**config.mk**
```make
export PLATFORM = sky130hd
export DESIGN_NAME = svc_poll
export DESIGN_NICKNAME = d
export VERILOG_FILES = /design/src/rtl/svc_poll_pkg.sv /design/src/rtl/svc_scan_ptr.sv /design/src/rtl/svc_req_sel.sv /design/src/rtl/svc_hold.sv /design/src/rtl/svc_poll.sv
export SDC_FILE = /design/constraint.sdc
export NUM_CORES = 1
export LEC_CHECK = 0
export BUFFER_PORTS_ARGS = -buffer_cell sky130_fd_sc_hd__buf_2
export CAP_MARGIN = 20
export CORE_MARGIN = 2
export CORE_UTILIZATION = 25
export DETAILED_ROUTE_END_ITERATION = 7
export PLACE_DENSITY_LB_ADDON = 0.05
export SLEW_MARGIN = 5
export SYNTH_ARGS = -nofsm -noshare
export SYNTH_HDL_FRONTEND = slang
export SYNTH_HIERARCHICAL = 1
export SYNTH_SLANG_ARGS = --single-unit
```
**constraint.sdc**
```tcl
create_clock -name clk -period 3.3 [get_ports clk]
set_input_delay 0.66 -clock clk [delete_from_list [all_inputs] [get_ports clk]]
set_output_delay 0.66 -clock clk [all_outputs]
set_load 0.05 [all_outputs]
```
**src/rtl/svc_poll_pkg.sv**
```systemverilog
// Shared types for the service-request poller.
// Assumes: nothing beyond the two operating states listed here.
package svc_poll_pkg;

    // Operating state of the poller: scanning or holding a captured device
    typedef enum logic {
        ST_SCAN = 1'b0,
        ST_HOLD = 1'b1
    } svc_state_e;

endpackage

```
**src/rtl/svc_scan_ptr.sv**
```systemverilog
// Circular device pointer.
// What it does: steps to the next device on 'step', wrapping from the last
// device to device 0, and resets to device 0.
// Assumes: NDEV fits in PW bits.
module svc_scan_ptr #(
    parameter int NDEV = 10,
    parameter int PW   = 4
) (
    input  logic          clk,
    input  logic          rst_n,
    input  logic          step,
    output logic [PW-1:0] ptr
);
    localparam logic [PW-1:0] LAST = PW'(NDEV - 1);

    // Pointer register: reset to device 0, advance with wrap on step
    always_ff @(posedge clk) begin
        if (!rst_n) begin
            ptr <= '0;
        end else if (step) begin
            ptr <= (ptr == LAST) ? '0 : ptr + PW'(1);
        end
    end
endmodule

```
**src/rtl/svc_req_sel.sv**
```systemverilog
// Request selector.
// What it does: reports whether the device under the pointer is requesting,
// through a decoded one-hot match rather than a variable bit index.
// Assumes: ptr never exceeds NDEV-1.
module svc_req_sel #(
    parameter int NDEV = 10,
    parameter int PW   = 4
) (
    input  logic [NDEV-1:0] req,
    input  logic [PW-1:0]   ptr,
    output logic            hit
);
    logic [NDEV-1:0] match;

    // One comparator per device line
    for (genvar i = 0; i < NDEV; i++) begin : g_match
        assign match[i] = req[i] && (ptr == PW'(i));
    end

    // Any matching line is a hit
    assign hit = |match;
endmodule

```
**src/rtl/svc_hold.sv**
```systemverilog
// Hold controller.
// What it does: enters the hold state on a hit while scanning and returns
// to scanning on a take while holding.
// Assumes: hit and take are synchronous to clk.
module svc_hold
    import svc_poll_pkg::*;
(
    input  logic clk,
    input  logic rst_n,
    input  logic hit,
    input  logic take,
    output logic held
);
    svc_state_e state_q;

    // State register: capture on hit, release on take
    always_ff @(posedge clk) begin
        if (!rst_n) begin
            state_q <= ST_SCAN;
        end else begin
            unique case (state_q)
                ST_SCAN: if (hit)  state_q <= ST_HOLD;
                ST_HOLD: if (take) state_q <= ST_SCAN;
                default:           state_q <= ST_SCAN;
            endcase
        end
    end

    assign held = (state_q == ST_HOLD);
endmodule

```
**src/rtl/svc_poll.sv**
```systemverilog
// Rotating service-request poller (top).
// What it does: scans the request lines one device per cycle, freezes on
// the first requesting device met, and delivers its number on a take.
// Holding is done by stopping the pointer, so the pointer is the number.
// Assumes: request lines are already synchronous to clk.
module svc_poll #(
    parameter int NDEV = 10,
    parameter int PW   = 4
) (
    input  logic            clk,
    input  logic            rst_n,
    input  logic [NDEV-1:0] req_i,
    input  logic            take_i,
    output logic [PW-1:0]   dev_o,
    output logic            pend_o
);
    logic [PW-1:0] ptr;
    logic          hit;
    logic          held;
    logic          step;

    // Pointer moves on a miss while scanning, or on a release while holding
    always_comb begin
        step = held ? take_i : !hit;
    end

    svc_scan_ptr #(.NDEV(NDEV), .PW(PW)) u_ptr (
        .clk   (clk),
        .rst_n (rst_n),
        .step  (step),
        .ptr   (ptr)
    );

    svc_req_sel #(.NDEV(NDEV), .PW(PW)) u_sel (
        .req (req_i),
        .ptr (ptr),
        .hit (hit)
    );

    svc_hold u_hold (
        .clk   (clk),
        .rst_n (rst_n),
        .hit   (hit),
        .take  (take_i),
        .held  (held)
    );

    // Delivery: number and flag only in a take cycle with a held number
    always_comb begin
        pend_o = held && take_i;
        dev_o  = pend_o ? ptr : '0;
    end
endmodule

```
* Yosys cells after proc, flatten, opt, wreduce, memory -nomap -nowiden
Cells that the tools add are included.
** Word-level totals
- Register bits :: 5
- Bits of input ports :: 13
- Output and inout bits :: 5
- Logic and storage cells :: 33
** Cells by class
- Add/subtract/negate cells :: 1
- Equal/unequal tests :: 9
- Multiplexer cells :: 6
- Bitwise logic cells :: 1
- Reduce and logical (&&, ||, !) cells :: 14
** Operators with widths (number)
- 4-bit by 3-bit == test with 1-bit output, second input constant :: 4
- 1-bit logical AND :: 11
- 10-bit OR reduction :: 1
- 4-bit by 2-bit == test with 1-bit output, second input constant :: 2
- 4-bit == test, second input constant :: 2
- 4-bit 2-to-1 mux :: 2
- 4-bit by 1-bit adder with 4-bit output, second input constant :: 1
- 4-bit by 1-bit == test with 1-bit output, second input constant :: 1
- 4-bit logical NOT :: 1
- 1-bit 2-to-1 mux :: 3
- 1-bit one-hot mux with 2 select lines :: 1
- 1-bit logical NOT :: 1
- 1-bit NOT :: 1

* Depth between registers and ports, before layout
Gate-level depths: netlist (run 1).
- Word-level depth :: 5
- Depth in mapped cells :: 7
- Depth with buffers taken out :: 7

* By module
Netlist (run 1), hierarchy kept.
** By module, submodules not included
- svc_scan_ptr :: times used 1, cells an instance 19, area each 177.7 um^2
- svc_req_sel :: times used 1, cells an instance 9, area each 92.6 um^2
- svc_hold :: times used 1, cells an instance 4, area each 51.3 um^2
- svc_poll :: times used 1, cells an instance 7, area each 46.3 um^2

* Least setup slack after synthesis (run 1)
Ideal clock, no wire load.
- Kind :: input -> register
- Start point :: input port req_i[3]
- End point :: register u_ptr.ptr[1]
- Data arrival time :: 2189 ps
- Setup slack :: 1041 ps
- Stages on the path :: 7
- Path buffers :: 0
- Path through :: mux4_2 -> nor3_2 -> and4b_1 -> mux2i_1 -> nand2_1 -> a211o_1 -> a21boi_1
** Between the ends
- Longest elaborated chain between the ends :: 4
** Ends and longest elaborated chain
- from (decl) :: line svc_poll.sv:12 : input logic [NDEV-1:0] req_i,
- 1-bit logical AND :: line svc_req_sel.sv:17 : assign match[i] = req[i] && (ptr == PW'(i));
- 10-bit OR reduction :: line svc_req_sel.sv:21 : assign hit = |match;
- named net hit :: line svc_poll.sv:18 : logic hit;
- 1-bit logical NOT :: line svc_poll.sv:24 : step = held ? take_i : !hit;
- 1-bit 2-to-1 mux :: line svc_poll.sv:24
- named net step :: line svc_poll.sv:20 : logic step;
- to (signal assigned) :: line svc_scan_ptr.sv:21 : ptr <= (ptr == LAST) ? '0 : ptr + PW'(1);
- to (decl) :: line svc_scan_ptr.sv:12 : output logic [PW-1:0] ptr
The timed path passes the listed nets, and every way through them passes these cells.
A chain may end at the register's enable or synchronous reset.

* Final worst setup path (run 1)
- Start point :: register u_ptr.ptr[0]
- End point :: register u_ptr.ptr[1]
** Between the ends
- Longest elaborated chain between the ends :: 5
- Elaborated cells on any way between the ends :: 25
- Those cells by class :: add/sub: 1; eq/ne: 9; mux: 2; reduce/logical: 13
** Ends and longest elaborated chain (line)
- 4-bit by 1-bit == test with 1-bit output (tied with other cells) :: svc_req_sel.sv:17
- 1-bit logical AND :: svc_req_sel.sv:17
- 10-bit OR reduction * :: svc_req_sel.sv:21
- named net hit :: svc_poll.sv:18
- 1-bit logical NOT * :: svc_poll.sv:24
- 1-bit 2-to-1 mux * :: svc_poll.sv:24
- named net step :: svc_poll.sv:20
Mark *: on every way through the listed nets, which the timed path passes. The rest lies on a longest branch.

==> flow_metrics.py, run 1 <==
metrics = {
    "run_status": {
        "run_status": "completed",
    },
    "worst_setup_path": {
        "timing.critical_path.slowest_cell_delay_ps": 560,
        "crit_buf_inv": 0,
        "worst_setup_path_startpoint": "u_ptr/ptr[0]$_SDFFE_PN0P_",
        "worstSetupPathType": "register to register",
        "start_kind": "register",
        "worst_path_dominant_cell_family": "multiplexers",
        "worst_ep_required_time_ps": 3480,
        "crit-reg2reg-launch": "u_ptr/ptr[0]$_SDFFE_PN0P_",
        "timing.critical_path.slowest_stage_cell": "mux4_2",
        "timing.reg2reg.setup_slack_ps": 990,
        "critical_path_arrival_ps": 2490,
        "crit_fanout": 8,
        "crit_chain": "mux4_2, nor3_2, and4b_1, mux2i_1, nand2_1, a211o_1, a21boi_1",
        "endpoint_kind": "register",
    },
    "yosys": {
        "synth_instances": 39,
        "yosysSeqAreaShare": 0.272,
        "yosys-top-cells-count": "5 x dfxtp_1, 4 x and3_1, 4 x mux2i_1, 4 x nand2_1",
        "postSynthAreaPerCell_sq_um": 9.43,
        "postSynthNetCount": 52,
        "dominant_cells_by_area_after_synthesis": "dfxtp_1 27%, mux2i_1 11%, and3_1 6.8%",
        "synth_top_flop_cell": "dfxtp_1",
        "post_synth_num_cell_types": 24,
        "synth_enable_flop_cells": 0,
        "postSynth.asyncResetShare": 0,
        "post_synth_instance_area_sq_um": 368,
        "ys_ff_latch": 5,
        "synth.yosys.warnings": 6,
        "post-synth-top-area-fraction": 0.272,
        "synth_most_common_cell": "dfxtp_1",
        "synth_top_area_cell": "dfxtp_1",
    },
    "detailed_routing": {
        "detail_route.vias_per_cell": 4.67,
        "detail_route.wirelength_um": 847,
        "m1WireLength_um": 418,
        "routed.top_layer": "met4",
        "post_drt_wl_per_cell_um": 11.3,
        "drt-initial-drc-count": 2,
        "dr_total_vias": 350,
        "drc": 0,
        "final_antenna_net_count": 0,
        "dr.pass1.iters": 2,
        "wl_met3_um": 60,
        "route.met2.wl_um": 360,
    },
    "clock_network": {
        "worst_skew_pair.late_latency_ps": 240,
        "cts.sinks": 5,
        "number_of_gates_resized_after_cts": 0,
        "cts_htree_levels": 1,
        "postCtsSetupBuffers": 0,
        "root_buffer": "clkbuf_4",
        "cts_made_buffers": 3,
        "max-clock-path-buffers": 2,
        "cts.clk_slew.worst_paths_ps": 50,
        "cts_hold_buf": 0,
        "clock_tree_from_tritoncts": "built",
    },
    "sta": {
        "slew_headroom": 0.748,
        "slew_violations": 0,
        "clock_skew_ps": 5.41,
        "setup_repair_after_global_routing_missed_its_margin": "no",
        "worstMarginPinSlew_ps": 377,
        "setup_violations": 0,
        "fin_crit_ps": 2310,
        "finalCritPeriodShare": 0.701,
        "timing.final.hold_violations": 0,
        "timing.setup.tns_ps": 0,
        "maxClockFrequency_ghz": 0.432,
    },
    "global_routing": {
        "grt.total_usage": 0.103,
        "grt.overflow.total": 0,
        "first_global_vias": 307,
        "grt_start_max_net_pins": 11,
        "grt_antenna_before_repair": 0,
        "grt_pass1_wl_um": 1370,
    },
    "power_and_ir_drop": {
        "worst_ir_drop_vdd_v": 0.000208,
        "cell_area_power_density_nw_per_um2": 593,
        "p_leak_nw": 0.232,
        "power.total_uw": 295,
    },
    "finish": {
        "count_of_filler_cells_inserted_in_the_layout": 147,
        "design.final.nets": 74,
        "layout.area.seq_sq_um": 100,
        "antenna-diode-count": 0,
        "multi_input_comb_area_sq_um": 260,
        "flow.area_growth_from_synthesis_pct": 35.4,
        "layout-drive-gt1-share": 0.450,
    },
    "placed_design": {
        "gp_routability_congestion": 0.745,
        "numPortBuffers": 17,
    },
    "die": {
        "design.core.area_sq_um": 1330,
        "die_h_um": 42.4,
        "num_rows": 13,
        "die-width_um": 42.4,
        "floorplan.initialDensity": 0.276,
        "io_pins": 18,
        "fp.dieArea_sq_um": 1790,
    },
    "run": {
        "max_cap_viols": 0,
    },
    "hold_path": {
        "holdCritStartpoint": "u_hold/held$_SDFF_PN0_",
        "worstHoldPathType": "register to register",
    },
}
-- through the flow --
stage	cell area, sq um	instances	hold WS, ps	setup slack, ps	utilization
global route	498	75	586	817	0.373
detailed placement	472	71	553	824	0.354
finish	498	75	557	986	0.373
global placement	472	71	549	844	0.354
CTS	498	75	559	962	0.373
floorplan	368	39	508	1040	-
-- report_power, final --
group / total (mW) / internal (mW) / switching [mW]
sequential: 0.109 / 0.0746 / 0.0343
combinational: 0.116 / 0.0633 / 0.0523
clock: 0.0705 / 0.0457 / 0.0248
total: 0.295 / 0.184 / 0.111
-- registers in the layout (all words and copies together) (netlist names) --
register	flops
u_hold/held	1
u_ptr/ptr	4
-- worst min-delay path: stages (launching register included) --
cell and delay (ps):
dfxtp_1 360, nand2b_1 110, a21boi_2 40
-- cells by family (layout without fill, tap and decap cells) --
family | count (synthesis) | count (layout) | share of synthesized area
AND/OR/NAND/NOR | 18 | 18 | 0.333
AO/OA/AOI/OAI | 6 | 6 | 0.126
multiplexers | 6 | 6 | 0.201
flip-flops | 5 | 5 | 0.272
XOR/XNOR | 2 | 2 | 0.0476
buffers and inverters | 2 | 23 | 0.0204
-- path summary, 6_finish.rpt --
kind / to / depth (start not counted)
setup / recovery: u_ptr/ptr[1]$_SDFFE_PN0P_ / 7
hold / removal: u_hold/held$_SDFF_PN0_ / 2
setup reg to reg: u_ptr/ptr[1]$_SDFFE_PN0P_ / 7
hold reg to reg: u_hold/held$_SDFF_PN0_ / 2
-- area by class of cell --
| class | instances | share of cell area |
|---|---|---|
| Multi-Input combinational cell | 32 | 0.523 |
| Sequential cell | 5 | 0.201 |
| Timing Repair Buffer | 17 | 0.171 |
| Clock buffer | 4 | 0.0528 |
| Tap cell | 15 | 0.0377 |
| Inverter | 2 | 0.0151 |
-- routing by layer --
metal | vias to the layer above | GRT usage
met3 | 2 | 0.0345
li1 | 185 | -
met2 | 11 | 0.145
met1 | 152 | 0.129
met4 | 0 | 0.0750
met5 | - | 0
-- cells in the final DEF (no fill, tap or decap) --
cell,count
buf_2,17
and2_1,2
nand3b_1,1
and3_1,4
dfxtp_1,5
inv_1,2
nand3_2,1
clkbuf_1,1
nand2_1,4
a21boi_1,1
clkbuf_4,3
a211o_1,1
xnor2_1,1
mux4_2,1
a21boi_2,1
xor2_1,1
nand2b_1,1
nor3_2,1
and2_2,1
o31ai_1,1
nand2b_4,1
nand3_1,1
mux2_2,1
mux2i_1,4
and4b_1,1
a21oi_1,1
o22ai_1,1
Power figures use the tool's default switching activity.
==> run 2: changes to the inputs <==
==> constraint.sdc (replaced) <==
create_clock -name clk -period 2.1 [get_ports clk]
set_input_delay 0.42 -clock clk [delete_from_list [all_inputs] [get_ports clk]]
set_output_delay 0.42 -clock clk [all_outputs]
set_load 0.05 [all_outputs]
==> flow_metrics.py, run 2 (same netlist as run 1, synthesis figures left out) <==
metrics = {
    "global_routing": {
        "grt_start_max_net_pins": 9,
        "grt_antenna_before_repair": 0,
        "grt_pass1_wl_um": 1550,
        "grt.overflow.total": 0,
        "grt.total_usage": 0.119,
        "first_global_vias": 390,
    },
    "die": {
        "floorplan.initialDensity": 0.276,
        "io_pins": 18,
        "design.core.area_sq_um": 1330,
        "fp.dieArea_sq_um": 1790,
        "die_h_um": 42.4,
        "num_rows": 13,
        "die-width_um": 42.4,
    },
    "sta": {
        "timing.final.hold_violations": 0,
        "clock_skew_ps": 0.523,
        "layout_setup_ws_ps": 138,
        "maxClockFrequency_ghz": 0.510,
        "finalCritPeriodShare": 0.934,
        "fin_crit_ps": 1960,
        "worstMarginPinSlew_ps": 337,
        "slew_violations": 0,
        "timing.setup.tns_ps": 0,
        "slew_headroom": 0.775,
        "setup_repair_after_global_routing_missed_its_margin": "no",
        "setup_violations": 0,
    },
    "placed_design": {
        "gp_routability_congestion": 0.753,
        "dpl.cell_count": 75,
        "post_dp_cell_area_sq_um": 507,
        "hpwl_um": 718,
        "place_ws_ps": -85.8,
        "numPortBuffers": 17,
    },
    "worst_setup_path": {
        "worstSetupPathType": "register to register",
        "worst_ep_required_time_ps": 2270,
        "timing.critical_path.slowest_cell_delay_ps": 500,
        "crit_chain": "mux4_2, nor3_2, and4b_1, mux2i_4, nand2_1, a211o_1, a21boi_1",
        "start_kind": "register",
        "crit_buf_inv": 0,
        "worst_path_dominant_cell_family": "multiplexers",
        "crit_fanout": 3,
        "critical_path_arrival_ps": 2130,
        "timing.critical_path.slowest_stage_cell": "mux4_2",
        "endpoint_kind": "register",
    },
    "finish": {
        "flow.area_growth_from_synthesis_pct": 49.7,
        "antenna-diode-count": 0,
        "design.final.nets": 79,
        "finalNonFillerCells": 80,
        "layout_common_cells": "17 x buf_2, 5 x buf_4, 4 x and3_1, 4 x nand2_1",
        "utilization_of_the_core_after_routing": 0.413,
        "reg_with_most_ffs": "u_ptr/ptr",
        "count_of_filler_cells_inserted_in_the_layout": 147,
        "postLayoutCellArea_sq_um": 551,
        "largest_register_ffs": 4,
        "commonest_non_fill_non_tap_cell_in_the_layout": "buf_2",
        "layout-drive-gt1-share": 0.538,
    },
    "detailed_routing": {
        "dr.pass1.iters": 4,
        "detail_route.vias_per_cell": 4.80,
        "post_drt_wl_per_cell_um": 12.0,
        "dr_total_vias": 384,
        "detail_route.wirelength_um": 962,
        "drc": 0,
        "drt-initial-drc-count": 2,
        "final_antenna_net_count": 0,
    },
    "run": {
        "max_cap_viols": 0,
    },
    "run_status": {
        "run_status": "completed",
    },
    "hold_path": {
        "worstHoldPathType": "input port to register",
    },
    "clock_network": {
        "cts.sinks": 5,
        "max-clock-path-buffers": 2,
        "worst_skew_pair.late_latency_ps": 240,
        "clock_tree_from_tritoncts": "built",
        "cts.clk_slew.worst_paths_ps": 40,
        "root_buffer": "clkbuf_4",
        "cts_hold_buf": 0,
        "cts_htree_levels": 1,
        "cts_made_buffers": 3,
    },
    "power_and_ir_drop": {
        "cell_area_power_density_nw_per_um2": 1010,
        "p_leak_nw": 0.258,
        "worst_ir_drop_vdd_v": 0.000487,
    },
}
-- run 2: area by class of cell --
| class | instances | area [sq um] | area share |
|---|---|---|---|
| clock buffer | 4 | 26.3 | 0.0477 |
| inverter | 2 | 7.51 | 0.0136 |
| multi-input combinational | 32 | 273 | 0.495 |
| sequential | 5 | 103 | 0.186 |
| tap | 15 | 18.8 | 0.0341 |
| timing repair buffer | 22 | 123 | 0.223 |
-- run 2: path summary, 6_finish.rpt --
check                              end  slack (ps)                      start  cells past startpoint
max          u_ptr/ptr[1]$_SDFFE_PN0P_         140  u_ptr/ptr[0]$_SDFFE_PN0P_                      7
min          u_ptr/ptr[0]$_SDFFE_PN0P_         460                      rst_n                      2
max reg2reg  u_ptr/ptr[1]$_SDFFE_PN0P_         140  u_ptr/ptr[0]$_SDFFE_PN0P_                      7
min reg2reg  u_ptr/ptr[1]$_SDFFE_PN0P_         510  u_ptr/ptr[1]$_SDFFE_PN0P_                      2
-- run 2: per-layer routing --
layer / global-route usage / wire (um) / vias to the layer above
met2: 0.215 / 508 / 15
li1: - / - / 193
met4: 0.113 / 8 / 0
met1: 0.109 / 387 / 174
met3: 0.0216 / 58 / 2
met5: 0 / 0 / -
-- run 2: timing repair --
item                                    4_1_cts  5_1_grt
resized for setup                             0        2
setup buffers                                 0        1
endpoints found under the setup margin        0        3
-- run 2: through the flow --
stage          hold slack [ps]  total power [mW]
5_1_grt                    469             0.593
3_5_place_dp               550             0.416
4_1_cts                    448             0.535
3_3_place_gp               547             0.409
6_report                   458             0.553
2_1_floorplan              508             0.322
-- run 2: report_power, final --
part           internal, mW  total (mW)  switching [mW]
clock network        0.0718       0.110          0.0384
registers             0.121       0.155          0.0347
logic                 0.162       0.288           0.126
